===== src/rtl/osm_pkg.sv =====
package osm_pkg;
  timeunit 1ns;
  timeprecision 1ps;

  // Which value the serializer loads at the start of a byte
  typedef enum logic [1:0] {
    SRC_ADDR,
    SRC_WDATA,
    SRC_RX
  } byteSrc_e;

  // Which interval the shared wait timer loads
  typedef enum logic [2:0] {
    TM_PD,
    TM_REC,
    TM_TURN,
    TM_WR,
    TM_RD
  } timerSel_e;

  // Strobes from the sequencer to the datapath
  typedef struct packed {
    logic      latchReq;
    logic      byteGo;
    byteSrc_e  src;
    logic      timerGo;
    timerSel_e tsel;
    logic      capture;
  } dpCtl_t;
endpackage


===== src/rtl/osm_datapath.sv =====
module osm_datapath
  import osm_pkg::*;
#(
  parameter int CLK_HALF    = 2,
  parameter int DATA_W      = 8,
  parameter int T_ADDR_DATA = 12,
  parameter int T_WR_NEXT   = 10,
  parameter int T_RD_NEXT   = 6,
  parameter int T_PD_WIDTH  = 8,
  parameter int T_PD_RECOV  = 20,
  localparam int ADDR_W     = DATA_W - 1
) (
  input  logic              clk,
  input  logic              rstN,
  input  dpCtl_t            ctl,
  input  logic              reqWrite,
  input  logic [ADDR_W-1:0] reqAddr,
  input  logic [DATA_W-1:0] reqWdata,
  input  logic              sdioIn,
  output logic              byteDone,
  output logic              timerDone,
  output logic              sclk,
  output logic              sdioOut,
  output logic [DATA_W-1:0] rdData
);
  timeunit 1ns;
  timeprecision 1ps;

  localparam int HW = (CLK_HALF > 1) ? $clog2(CLK_HALF) : 1;
  localparam int BW = $clog2(DATA_W);
  localparam int M1 = (T_ADDR_DATA > T_WR_NEXT) ? T_ADDR_DATA : T_WR_NEXT;
  localparam int M2 = (T_RD_NEXT > T_PD_WIDTH) ? T_RD_NEXT : T_PD_WIDTH;
  localparam int M3 = (M1 > M2) ? M1 : M2;
  localparam int T_MAX = (M3 > T_PD_RECOV) ? M3 : T_PD_RECOV;
  localparam int TW = $clog2(T_MAX + 1);
  localparam logic [HW-1:0] HALF_LAST = HW'(CLK_HALF - 1);
  localparam logic [BW-1:0] BIT_LAST  = BW'(DATA_W - 1);

  // ---------------- serializer ----------------
  logic              active, lowPhase, sclkR, outR, byteDoneR;
  logic [HW-1:0]     halfCnt;
  logic [BW-1:0]     bitCnt;
  logic [DATA_W-1:0] shreg, loadVal, wdataQ;

  always_comb begin
    unique case (ctl.src)
      SRC_ADDR:  loadVal = {reqWrite, reqAddr};
      SRC_WDATA: loadVal = wdataQ;
      default:   loadVal = '1;
    endcase
  end

  always_ff @(posedge clk or negedge rstN) begin
    if (!rstN) begin
      active    <= 1'b0;
      lowPhase  <= 1'b0;
      sclkR     <= 1'b1;
      outR      <= 1'b1;
      byteDoneR <= 1'b0;
      halfCnt   <= '0;
      bitCnt    <= '0;
      shreg     <= '0;
    end else begin
      byteDoneR <= 1'b0;
      if (ctl.byteGo) begin
        // falling edge opens the first bit
        active   <= 1'b1;
        shreg    <= loadVal;
        outR     <= loadVal[DATA_W-1];
        sclkR    <= 1'b0;
        lowPhase <= 1'b1;
        halfCnt  <= HALF_LAST;
        bitCnt   <= BIT_LAST;
      end else if (active) begin
        if (halfCnt != '0) begin
          halfCnt <= halfCnt - 1'b1;
        end else if (lowPhase) begin
          // rising edge: both ends take the bit
          sclkR    <= 1'b1;
          lowPhase <= 1'b0;
          halfCnt  <= HALF_LAST;
          shreg    <= {shreg[DATA_W-2:0], sdioIn};
        end else if (bitCnt == '0) begin
          active    <= 1'b0;
          byteDoneR <= 1'b1;
        end else begin
          bitCnt   <= bitCnt - 1'b1;
          sclkR    <= 1'b0;
          lowPhase <= 1'b1;
          halfCnt  <= HALF_LAST;
          outR     <= shreg[DATA_W-1];
        end
      end
    end
  end

  always_ff @(posedge clk or negedge rstN) begin
    if (!rstN) begin
      wdataQ <= '0;
      rdData <= '0;
    end else begin
      if (ctl.latchReq) wdataQ <= reqWdata;
      if (ctl.capture)  rdData <= shreg;
    end
  end

  // ---------------- shared wait timer ----------------
  logic          running;
  logic [TW-1:0] tcnt, timerLoad;

  always_comb begin
    unique case (ctl.tsel)
      TM_PD:   timerLoad = TW'(T_PD_WIDTH - 1);
      TM_REC:  timerLoad = TW'(T_PD_RECOV - 1);
      TM_TURN: timerLoad = TW'(T_ADDR_DATA - 1);
      TM_WR:   timerLoad = TW'(T_WR_NEXT - 1);
      default: timerLoad = TW'(T_RD_NEXT - 1);
    endcase
  end

  always_ff @(posedge clk or negedge rstN) begin
    if (!rstN) begin
      running <= 1'b0;
      tcnt    <= '0;
    end else if (ctl.timerGo) begin
      running <= 1'b1;
      tcnt    <= timerLoad;
    end else if (running) begin
      if (tcnt == '0) running <= 1'b0;
      else            tcnt    <= tcnt - 1'b1;
    end
  end

  assign timerDone = running && (tcnt == '0);
  assign byteDone  = byteDoneR;
  assign sclk      = sclkR;
  assign sdioOut   = outR;

  // clock rests high whenever no byte is being shifted
  p_sclk_idle_r2: assert property (@(posedge clk) disable iff (!rstN)
    !active |-> sclkR);

  // data output only moves while the clock is low
  p_out_change_low_r3: assert property (@(posedge clk) disable iff (!rstN)
    !$stable(outR) |-> !sclkR);
endmodule


===== src/rtl/osm_ctrl.sv =====
module osm_ctrl
  import osm_pkg::*;
(
  input  logic   clk,
  input  logic   rstN,
  input  logic   reqStart,
  input  logic   reqWrite,
  input  logic   resyncReq,
  input  logic   byteDone,
  input  logic   timerDone,
  output dpCtl_t ctl,
  output logic   busy,
  output logic   done,
  output logic   pwrDown,
  output logic   sdioOe
);
  timeunit 1ns;
  timeprecision 1ps;

  typedef enum logic [3:0] {
    S_PDINIT, S_PDHOLD, S_PDREC, S_IDLE,
    S_ADDR, S_TURN, S_WRDATA, S_RDDATA, S_GAP
  } state_e;

  state_e state, stateNext;
  logic   oeR, oeNext, doneR, doneNext, wrQ;

  always_comb begin
    ctl       = '0;
    ctl.src   = SRC_RX;
    ctl.tsel  = TM_PD;
    stateNext = state;
    oeNext    = oeR;
    doneNext  = 1'b0;
    unique case (state)
      S_PDINIT: begin
        ctl.timerGo = 1'b1;
        ctl.tsel    = TM_PD;
        stateNext   = S_PDHOLD;
      end
      S_PDHOLD: if (timerDone) begin
        ctl.timerGo = 1'b1;
        ctl.tsel    = TM_REC;
        stateNext   = S_PDREC;
      end
      S_PDREC: if (timerDone) stateNext = S_IDLE;
      S_IDLE: begin
        if (resyncReq) begin
          stateNext = S_PDINIT;
        end else if (reqStart) begin
          ctl.latchReq = 1'b1;
          ctl.byteGo   = 1'b1;
          ctl.src      = SRC_ADDR;
          oeNext       = 1'b1;
          stateNext    = S_ADDR;
        end
      end
      S_ADDR: if (byteDone) begin
        if (wrQ) begin
          ctl.byteGo = 1'b1;
          ctl.src    = SRC_WDATA;
          stateNext  = S_WRDATA;
        end else begin
          oeNext      = 1'b0;
          ctl.timerGo = 1'b1;
          ctl.tsel    = TM_TURN;
          stateNext   = S_TURN;
        end
      end
      S_TURN: if (timerDone) begin
        ctl.byteGo = 1'b1;
        ctl.src    = SRC_RX;
        stateNext  = S_RDDATA;
      end
      S_WRDATA: if (byteDone) begin
        oeNext      = 1'b0;
        doneNext    = 1'b1;
        ctl.timerGo = 1'b1;
        ctl.tsel    = TM_WR;
        stateNext   = S_GAP;
      end
      S_RDDATA: if (byteDone) begin
        ctl.capture = 1'b1;
        doneNext    = 1'b1;
        ctl.timerGo = 1'b1;
        ctl.tsel    = TM_RD;
        stateNext   = S_GAP;
      end
      S_GAP: if (timerDone) stateNext = S_IDLE;
      default: stateNext = S_PDINIT;
    endcase
  end

  always_ff @(posedge clk or negedge rstN) begin
    if (!rstN) begin
      state <= S_PDINIT;
      oeR   <= 1'b0;
      doneR <= 1'b0;
      wrQ   <= 1'b0;
    end else begin
      state <= stateNext;
      oeR   <= oeNext;
      doneR <= doneNext;
      if (ctl.latchReq) wrQ <= reqWrite;
    end
  end

  assign busy    = (state != S_IDLE);
  assign done    = doneR;
  assign pwrDown = (state == S_PDHOLD);
  assign sdioOe  = oeR;

  // completion strobe lasts one cycle
  p_done_pulse_r7: assert property (@(posedge clk) disable iff (!rstN)
    done |=> !done);

  // completion only while busy
  p_done_busy_r7: assert property (@(posedge clk) disable iff (!rstN)
    done |-> busy);

  // an accepted start makes the block busy
  p_accept_r7: assert property (@(posedge clk) disable iff (!rstN)
    (state == S_IDLE && reqStart && !resyncReq) |=> busy);

  // line released during power-down
  p_pd_released_r1: assert property (@(posedge clk) disable iff (!rstN)
    pwrDown |-> (busy && !sdioOe));

  // line released through turnaround and read byte
  p_release_read_r5: assert property (@(posedge clk) disable iff (!rstN)
    (state == S_TURN || state == S_RDDATA) |-> !oeR);

  // resync in idle leads to power-down two cycles on
  p_resync_prio_r10: assert property (@(posedge clk) disable iff (!rstN)
    (state == S_IDLE && resyncReq) |=> ##1 pwrDown);
endmodule


===== src/rtl/optsens_serial_master.sv =====
module optsens_serial_master
  import osm_pkg::*;
#(
  parameter int CLK_HALF    = 2,
  parameter int T_ADDR_DATA = 12,
  parameter int T_WR_NEXT   = 10,
  parameter int T_RD_NEXT   = 6,
  parameter int T_PD_WIDTH  = 8,
  parameter int T_PD_RECOV  = 20
) (
  input  logic       clk,
  input  logic       rstN,
  input  logic       reqStart,
  input  logic       reqWrite,
  input  logic [6:0] reqAddr,
  input  logic [7:0] reqWdata,
  input  logic       resyncReq,
  output logic       busy,
  output logic       done,
  output logic [7:0] rdData,
  output logic       sclk,
  output logic       sdioOut,
  output logic       sdioOe,
  input  logic       sdioIn,
  output logic       pwrDown
);
  timeunit 1ns;
  timeprecision 1ps;

  dpCtl_t ctl;
  logic   byteDone, timerDone;

  osm_ctrl u_ctrl (
    .clk      (clk),
    .rstN     (rstN),
    .reqStart (reqStart),
    .reqWrite (reqWrite),
    .resyncReq(resyncReq),
    .byteDone (byteDone),
    .timerDone(timerDone),
    .ctl      (ctl),
    .busy     (busy),
    .done     (done),
    .pwrDown  (pwrDown),
    .sdioOe   (sdioOe)
  );

  osm_datapath #(
    .CLK_HALF   (CLK_HALF),
    .DATA_W     (8),
    .T_ADDR_DATA(T_ADDR_DATA),
    .T_WR_NEXT  (T_WR_NEXT),
    .T_RD_NEXT  (T_RD_NEXT),
    .T_PD_WIDTH (T_PD_WIDTH),
    .T_PD_RECOV (T_PD_RECOV)
  ) u_dp (
    .clk      (clk),
    .rstN     (rstN),
    .ctl      (ctl),
    .reqWrite (reqWrite),
    .reqAddr  (reqAddr),
    .reqWdata (reqWdata),
    .sdioIn   (sdioIn),
    .byteDone (byteDone),
    .timerDone(timerDone),
    .sclk     (sclk),
    .sdioOut  (sdioOut),
    .rdData   (rdData)
  );
endmodule


===== config.mk =====
export PLATFORM = sky130hd
export DESIGN_NAME = optsens_serial_master
export DESIGN_NICKNAME = d
export VERILOG_FILES = /design/src/rtl/osm_pkg.sv /design/src/rtl/osm_datapath.sv /design/src/rtl/osm_ctrl.sv /design/src/rtl/optsens_serial_master.sv
export SDC_FILE = /design/constraint.sdc
export NUM_CORES = 1
export LEC_CHECK = 0
export BUFFER_PORTS_ARGS = -buffer_cell sky130_fd_sc_hd__buf_2
export CAP_MARGIN = 10
export CELL_PAD_IN_SITES_DETAIL_PLACEMENT = 0
export CELL_PAD_IN_SITES_GLOBAL_PLACEMENT = 1
export CORE_MARGIN = 4
export CORE_UTILIZATION = 40
export CTS_CLUSTER_SIZE = 14
export DETAILED_ROUTE_END_ITERATION = 16
export HOLD_SLACK_MARGIN = 0.03
export PLACE_DENSITY_LB_ADDON = 0.1
export RECOVER_POWER = 100
export SYNTH_ARGS = -nofsm -noshare
export SYNTH_HDL_FRONTEND = slang
export SYNTH_SLANG_ARGS = --single-unit

===== constraint.sdc =====
create_clock -name clk -period 2.35 [get_ports clk]
set_input_delay 0.235 -clock clk [delete_from_list [all_inputs] [get_ports clk]]
set_output_delay 0.235 -clock clk [all_outputs]
set_load 0.01 [all_outputs]

==> results of run 1 <==
## critical path, stage by stage (launching register included)
cell	delay, ps
dfrtp_1	570
nand4bb_1	320
or3b_4	570
and3_1	340
a21oi_1	190
## cells in the mapped netlist, types with 2 or more instances
cell type / instances / area, um2
xnor2_1: 2 / 17.5
dfstp_2: 2 / 52.6
nor2b_1: 2 / 12.5
mux2_2: 18 / 203
inv_1: 7 / 26.3
nor2_1: 11 / 41.3
o22ai_1: 8 / 50.1
mux2i_1: 6 / 60.1
o21bai_1: 2 / 15.0
nand2b_1: 8 / 50.1
o31ai_1: 2 / 15.0
a21o_1: 2 / 15.0
ha_1: 4 / 50.1
o32ai_1: 2 / 17.5
nor3_1: 3 / 15.0
xor2_1: 2 / 17.5
nand4_1: 2 / 12.5
a211o_1: 2 / 17.5
buf_4: 2 / 15.0
buf_6: 5 / 56.3
nor4_1: 2 / 12.5
o21ai_0: 7 / 35.0
nand2_1: 14 / 52.6
dfrtp_1: 44 / 1100
o2bb2ai_1: 5 / 43.8
a21oi_1: 14 / 70.1
## cells by family after synthesis
group                      synth area share (%)
AOI/OAI and AO/OA                          15.7
and+or+nand+nor                            14.6
DFF                                        50.0
muxes                                      11.4
buffers and inverters                      4.61
xor gates and xnor gates                   1.52
adders and majority gates                  2.17
## where the power goes
part           leakage [nW]  internal [mW]  total, mW  switching (mW)
logic                 0.553          0.577       1.14           0.558
registers             0.560           1.10       1.41           0.303
clock network        0.0575          0.297      0.558           0.261
total                  1.17           1.98       3.10            1.12
## routing by layer
layer  vias to the layer above  part of all wire [%]  global-route usage (%)
met3                         7                   4.5                    3.95
met2                        26                    48                    23.9
met1                       784                    46                    18.3
met4                         0                   1.2                    3.95
met5                         -                     0                       0
li1                        800                     -                       -
## registers in the layout, indices dropped and copies added (netlist names)
signal,cells
u_dp.halfCnt,1
u_dp.byteDone,1
u_dp.sclk,1
u_ctrl.wrQ,1
u_dp.rdData,8
u_ctrl.sdioOe,1
u_dp.wdataQ,8
u_dp.lowPhase,1
u_dp.active,1
u_dp.running,1
u_dp.bitCnt,3
u_dp.shreg,8
u_dp.tcnt,5
u_ctrl.done,1
u_dp.sdioOut,1
u_ctrl.state,4
## through the flow
stage | hold WS, ps | instances | cell area (um2) | utilization [%]
after global placement | 364 | 300 | 2510 | 45.3
after floorplan | -60.6 | 200 | 2310 | -
after CTS | 37.1 | 308 | 2620 | 47.3
after detailed placement | 367 | 300 | 2510 | 45.3
final | 169 | 308 | 2570 | 46.4
after global routing | 158 | 308 | 2570 | 46.4
## final timing paths
path / startpoint / cells past startpoint / to / slack [ps]
max: u_ctrl.state[3] / 4 / u_dp.sdioOut / 280
min: reqWdata[5] / 2 / u_dp.wdataQ[5] / 170
max reg2reg: u_ctrl.state[3] / 4 / u_dp.sdioOut / 280
min reg2reg: u_dp.rdData[2] / 1 / u_dp.rdData[2] / 510
max in group asynchronous: rstN / 2 / u_dp.rdData[2] / 1420
min in group asynchronous: rstN / 2 / u_dp.running / 230
## layout make-up
cell class | count | area (um2) | share of cell area, %
tap | 72 | 90.1 | 3.51
multi-input combinational | 138 | 1010 | 39.5
clock buffer | 8 | 110 | 4.29
sequential | 46 | 1150 | 44.9
timing repair buffer | 37 | 175 | 6.82
inverter | 7 | 26.3 | 1.02
## layout by cell type (no fill, tap or decap), drive strengths merged, types with 2 or more instances in the layout
master   netlist  routed
xor2           2       2
mux2          18      18
dfstp          2       2
o2bb2ai        5       5
mux2i          6       6
ha             4       4
clkbuf         1      21
o32ai          2       2
o31ai          2       2
or3b           2       2
nor2          11      11
nand2b         8       8
dfrtp         44      44
nor3           3       3
o22ai          8       8
nand2         14      14
nand4          2       2
o21ai          7       7
a211o          2       2
a21o           3       3
a21oi         14      14
inv            7       7
o21bai         2       2
nand3          2       2
buf            8      24
nor4           2       2
nor2b          2       2
xnor2          2       2
==> results_dict.tcl, run 1 <==
set metrics [dict create \
    cts_tree "yes" \
    synth_enable_flop_cells 0 \
    avgRoutedWirePerCell_um 15.1 \
    gp_congestion 0.719 \
    async_flop_share_pct 100 \
    nNetsFinal 260 \
    synth-seq-area-share_pct 50.0 \
    drc 0 \
    arrival_ps 2290 \
    yosys_warnings 0 \
    max_freq_mhz 484 \
    layout_min_cycle_time_ps 2070 \
    hold_buffers 0 \
    die_y_um 83.9 \
    grt.overflow.total 0 \
    antenna_found_initial 0 \
    firstDrtPassIters 4 \
    synth_area_per_cell_um2 11.5 \
    status "finished clean" \
    hpwl_um 3310 \
    coreArea_um2 5540 \
    worstHoldPathType "primary input to flip-flop" \
    grt_max_degree 47 \
    setup_violations 0 \
    grt_pass1_vias 1684 \
    diodes 0 \
    leakage_nw 1.17 \
    layout_setup_ws_ps 284 \
    critPathMaxFanout 21 \
    finalCritPeriodShare_pct 87.9 \
    ant_nets 0 \
    ir_drop_mv 0.389 \
    setup_tns_ps 0 \
    power.density_nw_per_um2 1210 \
    cts-htree-levels 2 \
    drive_gt1_share_pct 25.0 \
    ios 35 \
    synth_cell_types 48 \
    cts_sinks 46 \
    total_power_mw 3.10 \
    hold_violations 0 \
    die_area_um2 7050 \
    rows 27 \
    syn_area_um2 2310 \
    die_x_um 83.9 \
    clockRootBuffer "clkbuf_8" \
    finClkSkew_ps 7.36 \
    end_kind "flip-flop" \
    insertion_delay_ps 300 \
    postSynthCellCount 200 \
    drt_wl_total_um 4650 \
    cp.required_ps 2570 \
    post_cts_buffers 0 \
    startpoint_type "flip-flop" \
    vias 1617 \
    ys.flop_type "dfrtp_1" \
    area_growth_syn_to_layout_pct 11.3 \
    clk_path_buf_depth 2 \
    worst-setup-path-type "flip-flop to flip-flop" \
    start_util_pct 41.6 \
    cts_resized 0 \
    syn_nets 225 \
    num-fill-cells 551 \
    relSlewSlack_pct 24.2 \
    cts_buffers 5 \
    track_usage_pct 14.4 \
    port_buffers 34 \
    grt_pass1_wl_um 8140 \
    routed_via_density 5.25 \
    cap_violations 0 \
    clk_pin_slew_ps 90 \
    tightest_slew_ps 1140 \
    synth_seq_cells 46 \
    drt_iter0_markers 56 \
    place_ws_ps 274 \
    finalMaxSlewViolations 0 \
    rsz0062_at_grt "no" \
]
(Power assumes the default switching activity.)
==> run 2: changes to the inputs <==
--- a/config.mk
+++ b/config.mk
@@ -5,11 +5,11 @@
 export SDC_FILE = /design/constraint.sdc
 export NUM_CORES = 1
 export LEC_CHECK = 0
+export ABC_AREA = 1
 export BUFFER_PORTS_ARGS = -buffer_cell sky130_fd_sc_hd__buf_2
 export CAP_MARGIN = 10
 export CELL_PAD_IN_SITES_DETAIL_PLACEMENT = 0
 export CELL_PAD_IN_SITES_GLOBAL_PLACEMENT = 1
-export CORE_MARGIN = 4
 export CORE_UTILIZATION = 40
 export CTS_CLUSTER_SIZE = 14
 export DETAILED_ROUTE_END_ITERATION = 16
==> run 2 against run 1 <==
Register-to-register slack better by 98 ps. Global-route usage grew 4.6 points. Flip-flop and latch count unchanged. Non-clock buffer count rose by 1. Highest routed layer unchanged. Total power fell by 53%.
==> results_dict.tcl, run 2 <==
set metrics [dict create \
    finalMaxSlewViolations 0 \
    final_cell_area_um2 2810 \
    avgRoutedWirePerCell_um 12.9 \
    clk_pin_slew_ps 90 \
    cts-htree-levels 2 \
    diodes 0 \
    rsz0062_at_grt "no" \
    synth_enable_flop_cells 0 \
    postSynthCellCount 311 \
    grt_pass1_wl_um 9230 \
    syn_nets 336 \
    r2r_setup_slack_ps 380 \
    synth.top_cell.area_share_pct 44.0 \
    total_power_mw 1.45 \
    worstHoldPathType "primary input to flip-flop" \
    drive_gt1_share_pct 16.4 \
    synth-seq-area-share_pct 46.1 \
    final_common_cell "nand2_1" \
    insertion_delay_ps 300 \
    relSlewSlack_pct 5.71 \
    coreArea_um2 5990 \
    vias 1996 \
    async_flop_share_pct 100 \
    place_area_um2 2750 \
    top_regs "u_dp.rdData x8, u_dp.shreg x8, u_dp.wdataQ x8" \
    worst-setup-path-type "flip-flop to flip-flop" \
    setup_violations 0 \
    drc 0 \
    tightest_slew_ps 1410 \
    critPathMaxFanout 16 \
    critPathSlowestCell "dfrtp_1" \
    layout_min_cycle_time_ps 1970 \
    cts_tree "yes" \
    power.density_nw_per_um2 516 \
    drt_wl_total_um 5530 \
    end_kind "flip-flop" \
    area_growth_syn_to_layout_pct 12.1 \
    hold_violations 0 \
    place_ws_ps 565 \
    clk_path_buf_depth 2 \
    synth_common_cells "105 x nand2_1, 47 x inv_1, 44 x dfrtp_1" \
    dp_cells 419 \
    die_area_um2 6580 \
    num-fill-cells 623 \
    arrival_ps 2170 \
    status "finished clean" \
    firstDrtPassIters 4 \
    clockRootBuffer "clkbuf_8" \
    die_y_um 81.1 \
    synth_area_leader_cell "dfrtp_1" \
    ys.flop_type "dfrtp_1" \
    grt_pass1_vias 1883 \
    synth_seq_cells 46 \
    ant_nets 0 \
    leakage_nw 1.54 \
    finalCritPeriodShare_pct 83.7 \
    ios 35 \
    syn_area_um2 2500 \
    grt_max_degree 25 \
    port_buffers 34 \
    synth_cell_types 34 \
    layout_setup_ws_ps 382 \
    crit_chain "inv_1, ha_1, inv_1, nor2_1, nand3_1, nor2_8, nor2_8, nand2_4, clkinvlp_2, nand2_1, nand2_1" \
    layout_common_cells "106 x nand2_1, 47 x inv_1, 44 x dfrtp_1, 23 x o21ai_0" \
    finClkSkew_ps 4.28 \
    finalNonFillerCells 428 \
    hpwl_um 4180 \
    max_freq_mhz 508 \
    cts_sinks 46 \
    die_x_um 81.1 \
    nNetsFinal 377 \
    rr_worst_depth 11 \
    drt_iter0_markers 56 \
    min_path_cells 3 \
    synth_area_per_cell_um2 8.05 \
    cp.required_ps 2550 \
    antenna_found_initial 0 \
    synth.area.top_cells "dfrtp_1 44%, nand2_1 16%, inv_1 7.0%, o21ai_0 4.4%, nand3_1 3.6%" \
    ir_drop_mv 0.234 \
    synth_most_common_cell "nand2_1" \
    startpoint_type "flip-flop" \
    track_usage_pct 19.0 \
    grt.overflow.total 0 \
    yosys_warnings 0 \
    cts_buffers 5 \
    routed_via_density 4.66 \
    start_util_pct 41.8 \
    gp_congestion 0.782 \
    rows 28 \
    setup_tns_ps 0 \
    cap_violations 0 \
    cp_slowest_stage_delay_ps 400 \
    post_cts_buffers 0 \
]
run 2: cell count changes after synthesis, moves of 5 or more:
cell,change
a21oi_1,-12
inv_1,+40
mux2_2,-15
mux2i_1,-6
nand2_1,+91
nand2_2,+5
nand2b_1,-8
nand3_1,+17
o21ai_0,+15
o22ai_1,-5
o2bb2ai_1,-5
run 2: cells by family after synthesis:
| family | Yosys count | share of synthesized area [%] |
|---|---|---|
| AND/OR/NAND/NOR | 162 | 31.2 |
| buffers and inverters | 54 | 9.29 |
| flip-flops | 46 | 46.1 |
| AO/OA/AOI/OAI | 39 | 9.09 |
| adder cells (fa/ha/maj) | 4 | 2.00 |
| XOR/XNOR | 3 | 1.05 |
| multiplexers | 3 | 1.35 |
run 2: per-layer routing:
layer / GRT usage, % / vias to the layer above / routed length, um
met4: 5.89 / 0 / 91
met1: 25.2 / 902 / 2700
met5: 0 / - / 0
met3: 3.71 / 8 / 164
li1: - / 1048 / -
met2: 31.1 / 38 / 2570
run 2: path summary, 6_finish.rpt:
kind / startpoint / end
worst max-delay path: u_dp.tcnt[0] / u_dp.shreg[3]
worst min-delay path: reqWdata[6] / u_dp.wdataQ[6]
worst max register to register: u_dp.tcnt[0] / u_dp.shreg[3]
worst min register to register: u_dp.sdioOut / u_dp.sdioOut
max in group asynchronous: rstN / u_dp.sclk
min in group asynchronous: rstN / u_dp.tcnt[3]
run 2: where the power goes:
group	leakage (nW)	switching [mW]	total, mW	internal, mW
sequential	0.590	0.00804	0.813	0.805
clock	0.0575	0.272	0.569	0.297
combinational	0.894	0.0405	0.0666	0.0261
total	1.54	0.320	1.45	1.13
run 2: timing repair:
action / in CTS / in global routing
resized for setup: 0 / 0
endpoints found under the hold margin: 22 / 0
hold buffers: 1 / 0
run 2: per-stage QoR:
step	hold WS, ps	util, %
after floorplan	-60.6	-
final	122	46.9
after global placement	271	45.9
after detailed placement	276	45.9
after global routing	137	46.9
after CTS	119	47.9
run 2: final cells by class:
type	instances	area, um2	share of cell area (%)
flip-flops and latches	46	1150	41.1
multi-input cells	211	1080	38.5
inverters	50	189	6.73
repair buffers	38	181	6.46
clock buffers	8	110	3.92
well taps	75	93.8	3.34
run 2: worst max-delay path: cells and delay by family (launching register included):
family	cells	cell delay, ps
and+or+nand+nor	7	940
buffers and inverters	3	370
adders and majority gates	1	150
DFF	1	400
